$ cat src/rtl/rop_pkg.sv
package rop_pkg;
  typedef struct packed {
    logic we;    // operation is a write
    logic lerr;  // retired locally with error, never sent
  } op_ent_t;

  localparam logic [15:0] CFG_HIST_ADDR = 16'h0004;
  localparam logic [15:0] CFG_STAT_ADDR = 16'h0008;
  localparam int          STAT_CNT_LSB  = 8;
endpackage

$ cat src/rtl/rop_fifo.sv
module rop_fifo #(
  parameter int W     = 2,
  parameter int DEPTH = 16,
  localparam int CW   = $clog2(DEPTH + 1)
) (
  input  logic          clk_i,
  input  logic          rst_ni,
  input  logic          push_i,
  input  logic [W-1:0]  data_i,
  input  logic          pop_i,
  output logic [W-1:0]  head_o,
  output logic          full_o,
  output logic          empty_o,
  output logic [CW-1:0] count_o
);
  localparam int PW = (DEPTH > 1) ? $clog2(DEPTH) : 1;

  logic [W-1:0]  mem [DEPTH];
  logic [PW-1:0] wr_ptr, rd_ptr;
  logic [CW-1:0] cnt;

  function automatic logic [PW-1:0] nxt(input logic [PW-1:0] p);
    return (p == PW'(DEPTH - 1)) ? '0 : p + 1'b1;
  endfunction

  always_ff @(posedge clk_i) begin
    if (push_i) mem[wr_ptr] <= data_i;
  end

  always_ff @(posedge clk_i or negedge rst_ni) begin
    if (!rst_ni) begin
      wr_ptr <= '0;
      rd_ptr <= '0;
      cnt    <= '0;
    end else begin
      if (push_i) wr_ptr <= nxt(wr_ptr);
      if (pop_i)  rd_ptr <= nxt(rd_ptr);
      case ({push_i, pop_i})
        2'b10:   cnt <= cnt + 1'b1;
        2'b01:   cnt <= cnt - 1'b1;
        default: cnt <= cnt;
      endcase
    end
  end

  assign head_o  = mem[rd_ptr];
  assign full_o  = (cnt == CW'(DEPTH));
  assign empty_o = (cnt == '0);
  assign count_o = cnt;
endmodule

$ cat src/rtl/rop_issue.sv
module rop_issue
  import rop_pkg::*;
#(
  parameter logic [1:0] SIZE_CODE = 2'd2
) (
  input  logic       lreq_valid_i,
  input  logic       lreq_we_i,
  input  logic [1:0] lreq_size_i,
  input  logic       tx_ready_i,
  input  logic       full_i,
  output logic       lreq_ready_o,
  output logic       tx_valid_o,
  output logic       push_o,
  output op_ent_t    ent_o
);
  logic size_ok;

  assign size_ok      = (lreq_size_i == SIZE_CODE);
  // wrong-size work needs only a queue slot, never the link
  assign lreq_ready_o = !full_i && (!size_ok || tx_ready_i);
  assign tx_valid_o   = lreq_valid_i && size_ok && !full_i;
  assign push_o       = lreq_valid_i && lreq_ready_o;
  assign ent_o.we     = lreq_we_i;
  assign ent_o.lerr   = !size_ok;
endmodule

$ cat src/rtl/rop_retire.sv
module rop_retire
  import rop_pkg::*;
#(
  parameter int DW = 32
) (
  input  logic          clk_i,
  input  logic          rst_ni,
  input  logic          rx_valid_i,
  input  logic          rx_impl_i,
  input  logic [DW-1:0] rx_data_i,
  input  logic          rx_err_i,
  input  logic          empty_i,
  input  op_ent_t       head_i,
  output logic          rx_ready_o,
  output logic          pop_o,
  output logic          done_err_o,
  output logic          lrsp_valid_o,
  output logic          lrsp_we_o,
  output logic [DW-1:0] lrsp_rdata_o,
  output logic          lrsp_err_o,
  output logic          perr_o
);
  logic head_lerr, rx_done, stray;

  assign head_lerr  = !empty_i && head_i.lerr;
  assign rx_ready_o = !head_lerr;
  assign rx_done    = rx_valid_i && rx_ready_o && rx_impl_i;
  assign pop_o      = head_lerr || (rx_done && !empty_i);
  assign stray      = rx_done && empty_i;
  assign done_err_o = head_lerr || rx_err_i;

  always_ff @(posedge clk_i or negedge rst_ni) begin
    if (!rst_ni) begin
      lrsp_valid_o <= 1'b0;
      lrsp_we_o    <= 1'b0;
      lrsp_rdata_o <= '0;
      lrsp_err_o   <= 1'b0;
      perr_o       <= 1'b0;
    end else begin
      lrsp_valid_o <= pop_o;
      if (pop_o) begin
        lrsp_we_o    <= head_i.we;
        lrsp_err_o   <= done_err_o;
        lrsp_rdata_o <= (head_lerr || head_i.we) ? '0 : rx_data_i;
      end
      if (stray) perr_o <= 1'b1;
    end
  end
endmodule

$ cat src/rtl/rop_cfg.sv
module rop_cfg
  import rop_pkg::*;
#(
  parameter int CW = 5
) (
  input  logic          clk_i,
  input  logic          rst_ni,
  input  logic          done_i,
  input  logic          done_err_i,
  input  logic [CW-1:0] count_i,
  input  logic          perr_i,
  input  logic [15:0]   cfg_addr_i,
  output logic [31:0]   cfg_rdata_o,
  output logic [31:0]   hist_o
);
  logic [31:0] stat;

  always_ff @(posedge clk_i or negedge rst_ni) begin
    if (!rst_ni)     hist_o <= '0;
    else if (done_i) hist_o <= {hist_o[30:0], done_err_i};
  end

  always_comb begin
    stat                     = '0;
    stat[STAT_CNT_LSB +: CW] = count_i;
    stat[0]                  = perr_i;
  end

  always_comb begin
    case (cfg_addr_i)
      CFG_HIST_ADDR: cfg_rdata_o = hist_o;
      CFG_STAT_ADDR: cfg_rdata_o = stat;
      default:       cfg_rdata_o = '0;
    endcase
  end
endmodule

$ cat src/rtl/remote_op_tracker.sv
module remote_op_tracker
  import rop_pkg::*;
#(
  parameter int AW    = 32,
  parameter int DW    = 32,
  parameter int DEPTH = 16
) (
  input  logic          clk_i,
  input  logic          rst_ni,
  input  logic          lreq_valid_i,
  output logic          lreq_ready_o,
  input  logic          lreq_we_i,
  input  logic [1:0]    lreq_size_i,
  input  logic [AW-1:0] lreq_addr_i,
  input  logic [DW-1:0] lreq_wdata_i,
  output logic          tx_valid_o,
  input  logic          tx_ready_i,
  output logic          tx_we_o,
  output logic [AW-1:0] tx_addr_o,
  output logic [DW-1:0] tx_wdata_o,
  input  logic          rx_valid_i,
  output logic          rx_ready_o,
  input  logic [15:0]   rx_addr_i,
  input  logic [DW-1:0] rx_data_i,
  input  logic          rx_err_i,
  output logic          lrsp_valid_o,
  output logic          lrsp_we_o,
  output logic [DW-1:0] lrsp_rdata_o,
  output logic          lrsp_err_o,
  input  logic [15:0]   cfg_addr_i,
  output logic [31:0]   cfg_rdata_o
);
  localparam int         CW        = $clog2(DEPTH + 1);
  localparam logic [1:0] SIZE_CODE = 2'($clog2(DW / 8));

  op_ent_t       push_ent, head;
  logic          push, pop, full, empty, done_err, perr;
  logic [CW-1:0] occ;
  logic [31:0]   hist;
  logic          unused_rx_addr;

  assign unused_rx_addr = ^rx_addr_i[14:0];

  assign tx_we_o    = lreq_we_i;
  assign tx_addr_o  = lreq_addr_i;
  assign tx_wdata_o = lreq_wdata_i;

  rop_issue #(.SIZE_CODE(SIZE_CODE)) u_issue (
    .lreq_valid_i (lreq_valid_i),
    .lreq_we_i    (lreq_we_i),
    .lreq_size_i  (lreq_size_i),
    .tx_ready_i   (tx_ready_i),
    .full_i       (full),
    .lreq_ready_o (lreq_ready_o),
    .tx_valid_o   (tx_valid_o),
    .push_o       (push),
    .ent_o        (push_ent)
  );

  rop_fifo #(.W($bits(op_ent_t)), .DEPTH(DEPTH)) u_fifo (
    .clk_i   (clk_i),
    .rst_ni  (rst_ni),
    .push_i  (push),
    .data_i  (push_ent),
    .pop_i   (pop),
    .head_o  (head),
    .full_o  (full),
    .empty_o (empty),
    .count_o (occ)
  );

  rop_retire #(.DW(DW)) u_retire (
    .clk_i        (clk_i),
    .rst_ni       (rst_ni),
    .rx_valid_i   (rx_valid_i),
    .rx_impl_i    (rx_addr_i[15]),
    .rx_data_i    (rx_data_i),
    .rx_err_i     (rx_err_i),
    .empty_i      (empty),
    .head_i       (head),
    .rx_ready_o   (rx_ready_o),
    .pop_o        (pop),
    .done_err_o   (done_err),
    .lrsp_valid_o (lrsp_valid_o),
    .lrsp_we_o    (lrsp_we_o),
    .lrsp_rdata_o (lrsp_rdata_o),
    .lrsp_err_o   (lrsp_err_o),
    .perr_o       (perr)
  );

  rop_cfg #(.CW(CW)) u_cfg (
    .clk_i       (clk_i),
    .rst_ni      (rst_ni),
    .done_i      (pop),
    .done_err_i  (done_err),
    .count_i     (occ),
    .perr_i      (perr),
    .cfg_addr_i  (cfg_addr_i),
    .cfg_rdata_o (cfg_rdata_o),
    .hist_o      (hist)
  );
endmodule

$ cat config.mk
export PLATFORM = sky130hd
export DESIGN_NAME = remote_op_tracker
export DESIGN_NICKNAME = d
export VERILOG_FILES = /design/src/rtl/rop_pkg.sv /design/src/rtl/rop_fifo.sv /design/src/rtl/rop_issue.sv /design/src/rtl/rop_retire.sv /design/src/rtl/rop_cfg.sv /design/src/rtl/remote_op_tracker.sv
export SDC_FILE = /design/constraint.sdc
export NUM_CORES = 1
export LEC_CHECK = 0
export ABC_AREA = 0
export BUFFER_PORTS_ARGS = -buffer_cell sky130_fd_sc_hd__clkbuf_2
export CAP_MARGIN = 20
export CORE_MARGIN = 1.5
export CORE_UTILIZATION = 43
export CTS_BUF_LIST = sky130_fd_sc_hd__clkbuf_2 sky130_fd_sc_hd__clkbuf_4 sky130_fd_sc_hd__clkbuf_8
export DETAILED_ROUTE_END_ITERATION = 7
export GPL_TIMING_DRIVEN = 0
export PLACE_DENSITY = 0.81
export SYNTH_ARGS = -nofsm -noshare
export SYNTH_HDL_FRONTEND = slang
export SYNTH_SLANG_ARGS = --single-unit
$ cat constraint.sdc
create_clock -name clk_i -period 3.1 [get_ports clk_i]
set_input_delay 0.155 -clock clk_i [delete_from_list [all_inputs] [get_ports clk_i]]
set_output_delay 0.155 -clock clk_i [all_outputs]
set_load 0.01 [all_outputs]
==> qor.yml, run 1 <==
arrival_ns: 3.27
fp.dieW_um: 116.6
status: "complete, no violations"
synth.avg_cell_area_um2: 12.07
p_per_area_nw_per_um2: 857.1
drcViolationCount: 0
grt_max_degree: 56
cap_violations: 0
root_buffer: "clkbuf_8"
hold_path.class: "in2reg"
layout_common_cells: "clkbuf_2, dfrtp_1, buf_4, nor2_1"
ys_types: 50
maxSlewHeadroom_pct: 55.67
fin_crit_sh_pct: 95.58
synthFlopType: "dfrtp_1"
final_common_cell: "clkbuf_2"
drive_gt1_share_pct: 51.47
postRouteAntennaNets: 0
dpl.hpwl_um: 9940
post-place-ws_ns: -0.5069
yosys_warnings: 0
critPathCaptureType: "flop"
numCtsBuffers: 9
timing.critical_path.cells: "or4_4, buf_6, nor2_8, nor3_2, nor3_4, buf_6, inv_4, ha_4, ha_4, nor2b_2, o21ai_1, and3_1, nor3_2, xnor2_1"
io_pins: 272
htree_levels: 3
synth_top_family_by_area: "multiplexers"
synth_fa_ha_area_share_pct: 2.388
synthSimpleGateAreaFrac_pct: 10.91
layout_setup_ws_ns: 0.1371
fin_skew_ns: 0.01185
track_usage_pct: 18.36
tightest_slew_ns: 0.6636
setup_viol: 0
hold_slack_ns: 0.01710
num_rows: 41
clock_latency_ns: 0.39
vias: 4176
critPathLaunchType: "flop"
clkTransAtPathRegs_ns: 0.10
drt-pass1-iter-count: 5
syn_inst: 460
cpPeakStageDelay_ns: 0.55
ir_drop_mv: 0.4224
cp_data_required_time_ns: 3.41
clock-sinks: 112
area_growth_pct: 28.95
synthMuxAreaShare_pct: 12.05
cp_top_family: "simple AND/OR/NAND/NOR gates"
p_leak_nw: 3.420
vias_per_cell: 4.901
ys_seq_elements: 112
antenna_found_initial: 0
hold_violations: 0
synth_nets: 607
grt.overflow.total: 0
power_mw: 6.137
fin_util_pct: 56.74
crit_type: "reg2reg"
finalNetCount: 822
grt_pass1_wl_um: 18800
final.setup.tns_ns: 0
dieArea_um2: 13600
wl_per_cell_um: 15.46
die_h_um: 116.6
syn_area_um2: 5553
port_buffers: 192
cts_tree: "done"
fmax_mhz: 337.5
diodes: 0
synthXorXnorAreaFrac_pct: 0.9464
gp_congestion: 0.7883
cp_max_fo: 6
wl_um: 13170
ys_seq_area_share_pct: 53.36
initial_utilization_pct: 44.00
crit_buf_inv: 3
slowest_stage: "or4_4"
synth_compound_area_share_pct: 8.472
drv_slew: 0
drt_iter0_markers: 232
cts_buffer_depth: 2
synth_edf_count: 32
core_area_um2: 12620
synthArstFlopShare_pct: 71.43
fin_crit_ns: 2.963
grt_pass1_vias: 3858
## synth_stat cells (3+ instances only)
cell type | n | area [um2]
a21oi_1 | 4 | 20.02
a22o_1 | 6 | 52.55
a22oi_1 | 32 | 240.2
and2_1 | 26 | 162.7
buf_2 | 5 | 25.02
buf_4 | 66 | 495.5
buf_6 | 3 | 33.78
clkbuf_1 | 14 | 52.55
dfrtp_1 | 80 | 2002
edfxtp_1 | 32 | 960.9
ha_1 | 9 | 112.6
inv_1 | 13 | 48.80
mux2_1 | 7 | 78.83
mux2_2 | 12 | 135.1
mux2_4 | 20 | 300.3
mux4_2 | 6 | 135.1
nand2_1 | 14 | 52.55
nand2b_1 | 3 | 18.77
nand3_1 | 3 | 15.01
nor2_1 | 50 | 187.7
nor3_1 | 5 | 25.02
nor4_1 | 3 | 18.77
o21ai_0 | 8 | 40.04
xnor2_1 | 4 | 35.03
## logic make-up (layout without fill, tap and decap cells)
logic type,count (synthesis),in the layout
flops,112,112
compound gates,65,65
mux,47,47
simple gates,118,118
xor+xnor,6,6
buf+inv,102,322
fa+ha+maj,10,10
## cell type report
type	count	area [um2]
sequential	112	2964
buffer	88	633.1
clock inverter	7	93.84
timing repair buffer	205	1091
fill	1080	5459
multi-input combinational	246	1988
inverter	13	51.30
clock buffer	9	123.9
tap	172	215.2
## path summary, 6_finish.rpt
| check | start | to | slack [ns] | cells after the start |
|---|---|---|---|---|
| worst min-delay path | rx_data_i[12] | u_retire.lrsp_rdata_o[12] | 0.02 | 3 |
| max in group asynchronous | rst_ni | u_fifo.count_o[2] | 2.26 | 3 |
| min in group asynchronous | rst_ni | u_retire.lrsp_rdata_o[23] | 0.24 | 2 |
| worst max register to register | u_fifo.count_o[1] | u_fifo.count_o[4] | 0.14 | 14 |
| worst max-delay path | u_fifo.count_o[1] | u_fifo.count_o[4] | 0.14 | 14 |
| worst min register to register | u_retire.perr_o | u_retire.perr_o | 0.51 | 1 |
## metrics by stage
stage / cells / area (um2)
after floorplan: 460 / 5575
after detailed placement: 825 / 6782
after global placement: 824 / 6751
after global routing: 852 / 7161
after CTS: 848 / 7087
final: 852 / 7161
## tightest hold or removal path, stage by stage
cell and delay [ns]:
clkbuf_2 0.08, a22oi_1 0.05, nor2_1 0.07
## routing by layer
layer  part of all wire [%]  vias to the layer above  GRT usage (%)
li1                       -                     1969              -
met1                     40                     1994          22.69
met2                     51                      190          31.37
met3                    6.6                       23          3.114
met4                    2.3                        0          8.916
met5                      0                        -              0
## flip-flops by register name, indices dropped and copies added, names as in the netlist
name and count:
u_fifo.wr_ptr 4, u_fifo.mem 32, u_retire.lrsp_rdata_o 32, u_fifo.count_o 5, u_fifo.rd_ptr 4, u_cfg.hist_o 32, u_retire.perr_o 1, u_retire.lrsp_we_o 1
u_retire.lrsp_valid_o 1
## where the power goes
part           switching (mW)  leakage [nW]  internal, mW  total (mW)
clock                   0.499         0.103         0.455       0.954
sequential              0.316          1.24          1.95        2.26
combinational            1.48          2.08          1.45        2.92
## timing repair
action	4_1_cts	5_1_grt
pin swaps	2	7
gates resized for setup	7	15
setup buffers	4	4
endpoints found under the setup margin	5	2
hold endpoints to repair	28	0
hold buffers	4	0
Power figures use the tool's default switching activity.
==> run 2, diff against run 1 <==
Settings changed: HOLD_SLACK_MARGIN set to 0.03.
==> run 2 against run 1 <==
Via count grew 3.2%; utilization grew 1.8 points; register-to-register slack is essentially flat; combinational power grew 1%; worst hold slack gained 0.029 ns; first-iteration DRC count grew 9.9%; die area is the same; final area grew 3.2%; critical path depth is the same; sequential cell count is the same; cell count grew 2.7%; clock skew grew 0.00054 ns; critical path type unchanged; largest cell class unchanged; highest routed layer unchanged.
==> qor.yml, run 2 (synthesis results as in run 1) <==
status: "complete, no violations"
clkTransAtPathRegs_ns: 0.10  # about the same
dr_wl_met3_um: 875  # +0.81%
crit_type: "reg2reg"
fin_crit_sh_pct: 95.64  # about the same
wl_met1_um: 5548  # +4.3%
area_growth_pct: 33.10
maxSlewHeadroom_pct: 55.92  # +0.26 points
track_usage_pct: 19.19  # +0.84 points
numCtsBuffers: 9  # unchanged
cap_violations: 0  # unchanged
fmax_mhz: 337.3  # about the same
antenna_found_initial: 0  # unchanged
placed_cell_area_um2: 6782  # unchanged
wl_um: 13780  # +4.6%
fin_crit_ns: 2.965  # +0.002075 ns
p_leak_nw: 3.516  # +2.8%
finalNetCount: 845  # +2.8%
reg_top3: "u_cfg.hist_o: 32 flops, u_fifo.mem: 32 flops, u_retire.lrsp_rdata_o: 32 flops"
critPathCaptureType: "flop"
hold_path.class: "in2reg"
drive_gt1_share_pct: 49.79  # -1.7 points
tightest_slew_ns: 0.6597  # -0.003832 ns
hold_violations: 0  # unchanged
cts_tree: "done"
cts_buffer_depth: 2  # unchanged
power_mw: 6.175  # +0.60%
fp.dieW_um: 116.6  # unchanged
root_buffer: "clkbuf_8"
grt_pass1_wl_um: 19690  # +4.7%
setup_viol: 0  # unchanged
drcViolationCount: 0  # unchanged
vias_per_cell: 4.923  # +0.45%
hold_slack_ns: 0.04589  # +0.02880 ns
design_area_um2: 7391  # +3.2%
num_rows: 41  # unchanged
r2r_slack_ns: 0.14  # about the same
postRouteAntennaNets: 0  # unchanged
rr_worst_depth: 14  # unchanged
wl_met2_um: 7052  # +5.7%
fin_skew_ns: 0.01239  # +0.0005380 ns
seqCellArea_um2: 2964  # unchanged
diodes: 0  # unchanged
arrival_ns: 3.27  # about the same
clock_latency_ns: 0.39  # about the same
min_delay_path_depth: 3  # unchanged
grt_max_degree: 56  # unchanged
layout_common_cells: "clkbuf_2, dfrtp_1, buf_4, nor2_1"
fin_util_pct: 58.57  # +1.8 points
cp_max_fo: 6  # unchanged
core_area_um2: 12620  # unchanged
wl_per_cell_um: 15.75  # +1.9%
port_buffers: 192  # unchanged
htree_levels: 3  # unchanged
die_h_um: 116.6  # unchanged
critPathLaunchType: "flop"
final_common_cell: "clkbuf_2"
ir_drop_mv: 0.4210  # -0.34%
vias: 4308  # +3.2%
drv_slew: 0  # unchanged
dieArea_um2: 13600  # unchanged
grt.overflow.total: 0  # unchanged
fillCellCount: 1041  # -3.6%
io_pins: 272  # unchanged
drt_iter0_markers: 255  # +9.9%
gp_congestion: 0.7883  # unchanged
drt-pass1-iter-count: 4  # -1
top_layer: "met4"
multi_input_area_um2: 1988  # unchanged
p_per_area_nw_per_um2: 835.4  # -2.5%
cp_data_required_time_ns: 3.41  # about the same
initial_utilization_pct: 44.00  # unchanged
clock-sinks: 112  # unchanged
dpl.hpwl_um: 9940  # unchanged
grt_pass1_vias: 4065  # +5.4%
## run 2: changes by cell type in the layout (fill, tap and decap cells not counted)
cell           previous run  this run
dlygate4sd3_1             4        27
## run 2: area by class of cell
class / instances / share of cell area, %
inverter: 13 / 0.6941
clock buffer: 9 / 1.676
timing repair buffer: 228 / 17.88
buffer: 88 / 8.566
clock inverter: 7 / 1.270
sequential: 112 / 40.10
multi-input combinational: 246 / 26.90
tap: 172 / 2.912
## run 2: power breakdown
group | leakage, nW | switching (mW) | total [mW] | internal [mW]
logic | 2.17 | 1.50 | 2.96 | 1.46
clock network | 0.103 | 0.498 | 0.952 | 0.455
registers | 1.24 | 0.317 | 2.26 | 1.95
total | 3.52 | 2.31 | 6.17 | 3.86
## run 2: what timing repair did
item                                   CTS  global route
endpoints found under the hold margin   51             0
hold buffers                            27             0
pin swaps                                2             7
gates resized for setup                  7            15
setup buffers                            4             4
setup endpoints to repair                5             2
## run 2: routing by layer
layer / track usage, % / up-vias
li1: - / 2016
met1: 23.30 / 2092
met2: 33.45 / 175
met3: 3.217 / 25
met4: 9.076 / 0
met5: 0 / -
## run 2: worst paths after layout
check / startpoint / to
min in group asynchronous: rst_ni / u_retire.lrsp_rdata_o[23]
min: rx_data_i[28] / u_retire.lrsp_rdata_o[28]
max in group asynchronous: rst_ni / u_fifo.count_o[2]
min reg2reg: u_cfg.hist_o[1] / u_cfg.hist_o[1]
max reg2reg: u_fifo.count_o[1] / u_fifo.count_o[4]
max: u_fifo.count_o[1] / u_fifo.count_o[4]
## run 2: per-stage QoR
stage / setup WS, ns / setup TNS (ns) / std cells
floorplan: 0.01882 / 0 / 460
global placement: -0.4081 / -0.8725 / 824
global route: -0.02149 / -0.02149 / 875
detailed placement: -0.5069 / -1.278 / 825
CTS: 0.01768 / 0 / 871
finish: 0.1350 / 0 / 875
## run 2: worst max-delay path: stages, from the launching register on
cell	delay, ns
dfrtp_1	0.42
or4_4	0.55
buf_6	0.16
nor2_8	0.12
nor3_2	0.10
nor3_4	0.22
buf_6	0.15
inv_4	0.04
ha_4	0.17
ha_4	0.28
nor2b_2	0.13
o21ai_1	0.08
and3_1	0.20
nor3_2	0.13
xnor2_1	0.14
==> run 3, diff against run 2 <==
Settings changed: CORE_MARGIN 1.5 to 2.
==> run 3 against run 2 <==
Worst hold slack got worse by 0.0066 ns; sequential share of layout area up 0.59 points; power is 1.1% lower; critical path type unchanged.
==> qor.yml, run 3 (synthesis results as in run 1) <==
drt-pass1-iter-count: 4  # unchanged
cp_data_required_time_ns: 3.40  # about the same
min_delay_path_depth: 3  # unchanged
root_buffer: "clkbuf_8"
area_growth_pct: 31.23
r2r_start: "u_fifo.count_o[1]"
fmax_mhz: 340.1  # +0.82%
drive_gt1_share_pct: 50.43  # +0.65 points
grt.overflow.total: 0  # unchanged
hold_path.class: "in2reg"
postRouteAntennaNets: 0  # unchanged
layout_common_cells: "clkbuf_2, dfrtp_1, buf_4, nor2_1"
dieArea_um2: 13840  # +1.7%
diodes: 0  # unchanged
port_buffers: 192  # unchanged
status: "complete, no violations"
fin_cells: 866  # -1.0%
maxSlewHeadroom_pct: 51.78  # -4.1 points
drv_slew: 0  # unchanged
ir_drop_mv: 0.4438  # +5.4%
min_delay_worst_endpoint: "u_retire.lrsp_rdata_o[24]"
crit_type: "reg2reg"
cts_tree: "done"
drt_iter0_markers: 256  # +0.39%
arrival_ns: 3.24  # -0.03 ns
fp.dieW_um: 117.6  # +0.86%
dpl.hpwl_um: 9963  # +0.23%
cts_buffer_depth: 2  # unchanged
cap_violations: 0  # unchanged
hold_violations: 0  # unchanged
crit_start: "u_fifo.count_o[1]"
worstHoldStart: "rx_data_i[24]"
drcViolationCount: 0  # unchanged
clock-sinks: 112  # unchanged
clock_latency_ns: 0.38  # about the same
wl_um: 13330  # -3.3%
setup_viol: 0  # unchanged
cp_max_fo: 6  # unchanged
io_pins: 272  # unchanged
final_common_cell: "clkbuf_2"
fin_skew_ns: 0.01510  # +0.002718 ns
switching_share_pct: 37.48  # +0.069 points
core_area_um2: 12620  # unchanged
tightest_slew_ns: 0.7185  # +0.05880 ns
critPathLaunchType: "flop"
finalNetCount: 836  # -1.1%
r2r_slack_ns: 0.16  # +0.02 ns
combPwrFrac_pct: 47.8  # about the same
track_usage_pct: 18.90  # -0.30 points
final.setup.tns_ns: 0  # unchanged
htree_levels: 3  # unchanged
wl_per_cell_um: 15.39  # -2.3%
fin_crit_ns: 2.941  # -0.02423 ns
grt_pass1_wl_um: 21200  # +7.6%
reg_top3: "u_cfg.hist_o: 32 flops, u_fifo.mem: 32 flops, u_retire.lrsp_rdata_o: 32 flops"
grt_max_degree: 67  # +20%
vias: 4244  # -1.5%
fin_util_pct: 57.74  # -0.82 points
initial_utilization_pct: 44.00  # unchanged
fin_crit_sh_pct: 94.86  # -0.78 points
clkTransAtPathRegs_ns: 0.10  # about the same
p_leak_nw: 3.479  # -1.1%
reg2reg_to: "u_fifo.count_o[4]"
critPathCaptureType: "flop"
vias_per_cell: 4.901  # -0.46%
dp.cells: 825  # unchanged
num_rows: 41  # unchanged
grt_pass1_vias: 4224  # +3.9%
die_h_um: 117.6  # +0.86%
p_per_area_nw_per_um2: 838.3  # +0.34%
p_sw_mw: 2.290  # -0.89%
intPower_mw: 3.819  # -1.2%
fillCellCount: 1055  # +1.3%
numCtsBuffers: 9  # unchanged
p_seq_share_pct: 37.2  # +0.6 points
antenna_found_initial: 0  # unchanged
clkPwrFrac_pct: 15.0  # -0.4 points
rr_worst_depth: 14  # unchanged
gp_congestion: 0.8012  # +1.6%
-- run 3: changes by cell type in the layout (fill, tap and decap cells not counted), sizes merged --
cell         previous run  this run
clkinvlp                2         1
bufinv                  2         1
dlygate4sd3            27        18
inv                    14        16
clkbuf                214       215
clkinv                  2         1
-- run 3: final cells by class --
type / instances / area [um2] / share of cell area, %
plain buffers: 88 / 628.1 / 8.619
multi-input cells: 246 / 1986 / 27.25
repair buffers: 219 / 1231 / 16.90
flip-flops and latches: 112 / 2965 / 40.69
clock buffers: 10 / 137.6 / 1.889
clock inverters: 6 / 75.07 / 1.030
inverters: 13 / 48.80 / 0.6696
well taps: 172 / 215.2 / 2.953
-- run 3: timing repair --
item | in CTS | in global routing
hold endpoints to repair | 97 | 0
hold buffers | 18 | 0
gates resized for setup | 5 | 15
pin swaps | 2 | 5
setup buffers | 2 | 6
setup endpoints to repair | 5 | 2
-- run 3: power groups by stage --
stage	logic (mW)	registers, mW	clock network, mW
2_1_floorplan	1.98	2.26	0
3_3_place_gp	2.61	2.24	0
3_5_place_dp	2.73	2.28	0
4_1_cts	2.79	2.27	0.937
5_1_grt	3.20	2.33	0.981
6_report	2.92	2.27	0.917
-- run 3: metal layers --
| layer | routed length [um] | global-route usage (%) | up-vias |
|---|---|---|---|
| met5 | 0 | 0 | - |
| met4 | 208 | 4.970 | 0 |
| met3 | 700 | 4.021 | 18 |
| met2 | 7030 | 33.76 | 164 |
| met1 | 5386 | 23.19 | 2066 |
| li1 | - | - | 1996 |
-- run 3: metrics by stage --
stage | area (um2) | total power, mW | hold WS (ns) | setup WS [ns]
floorplan | 5575 | 4.240 | -0.1406 | 0.01882
global placement | 6751 | 4.855 | 0.4028 | -0.3472
detailed placement | 6782 | 5.004 | 0.07565 | -0.3922
CTS | 7201 | 5.990 | 0.03121 | 0.02129
global route | 7287 | 6.509 | 0.04576 | -0.05357
finish | 7287 | 6.108 | 0.03930 | 0.1593
-- run 3: critical path, stage by stage, from the launching register on --
cell,delay [ns]
dfrtp_2,0.45
or4_4,0.54
buf_6,0.16
nor2_8,0.11
nor3_2,0.08
nor3_4,0.22
buf_6,0.15
inv_2,0.05
ha_4,0.18
ha_4,0.27
nor2b_1,0.12
o21ai_1,0.09
and3_1,0.19
nor3_2,0.12
xnor2_1,0.13
-- run 3: worst max-delay path by stage --
stage | depth (start not counted) | to | slack, ns
floorplan | 14 | u_fifo.count_o[4] | 0.02
global placement | 15 | u_fifo.count_o[4] | -0.35
detailed placement | 14 | u_fifo.count_o[4] | -0.39
CTS | 14 | u_fifo.count_o[4] | 0.02
global route | 15 | u_fifo.count_o[4] | -0.05
finish | 14 | u_fifo.count_o[4] | 0.16
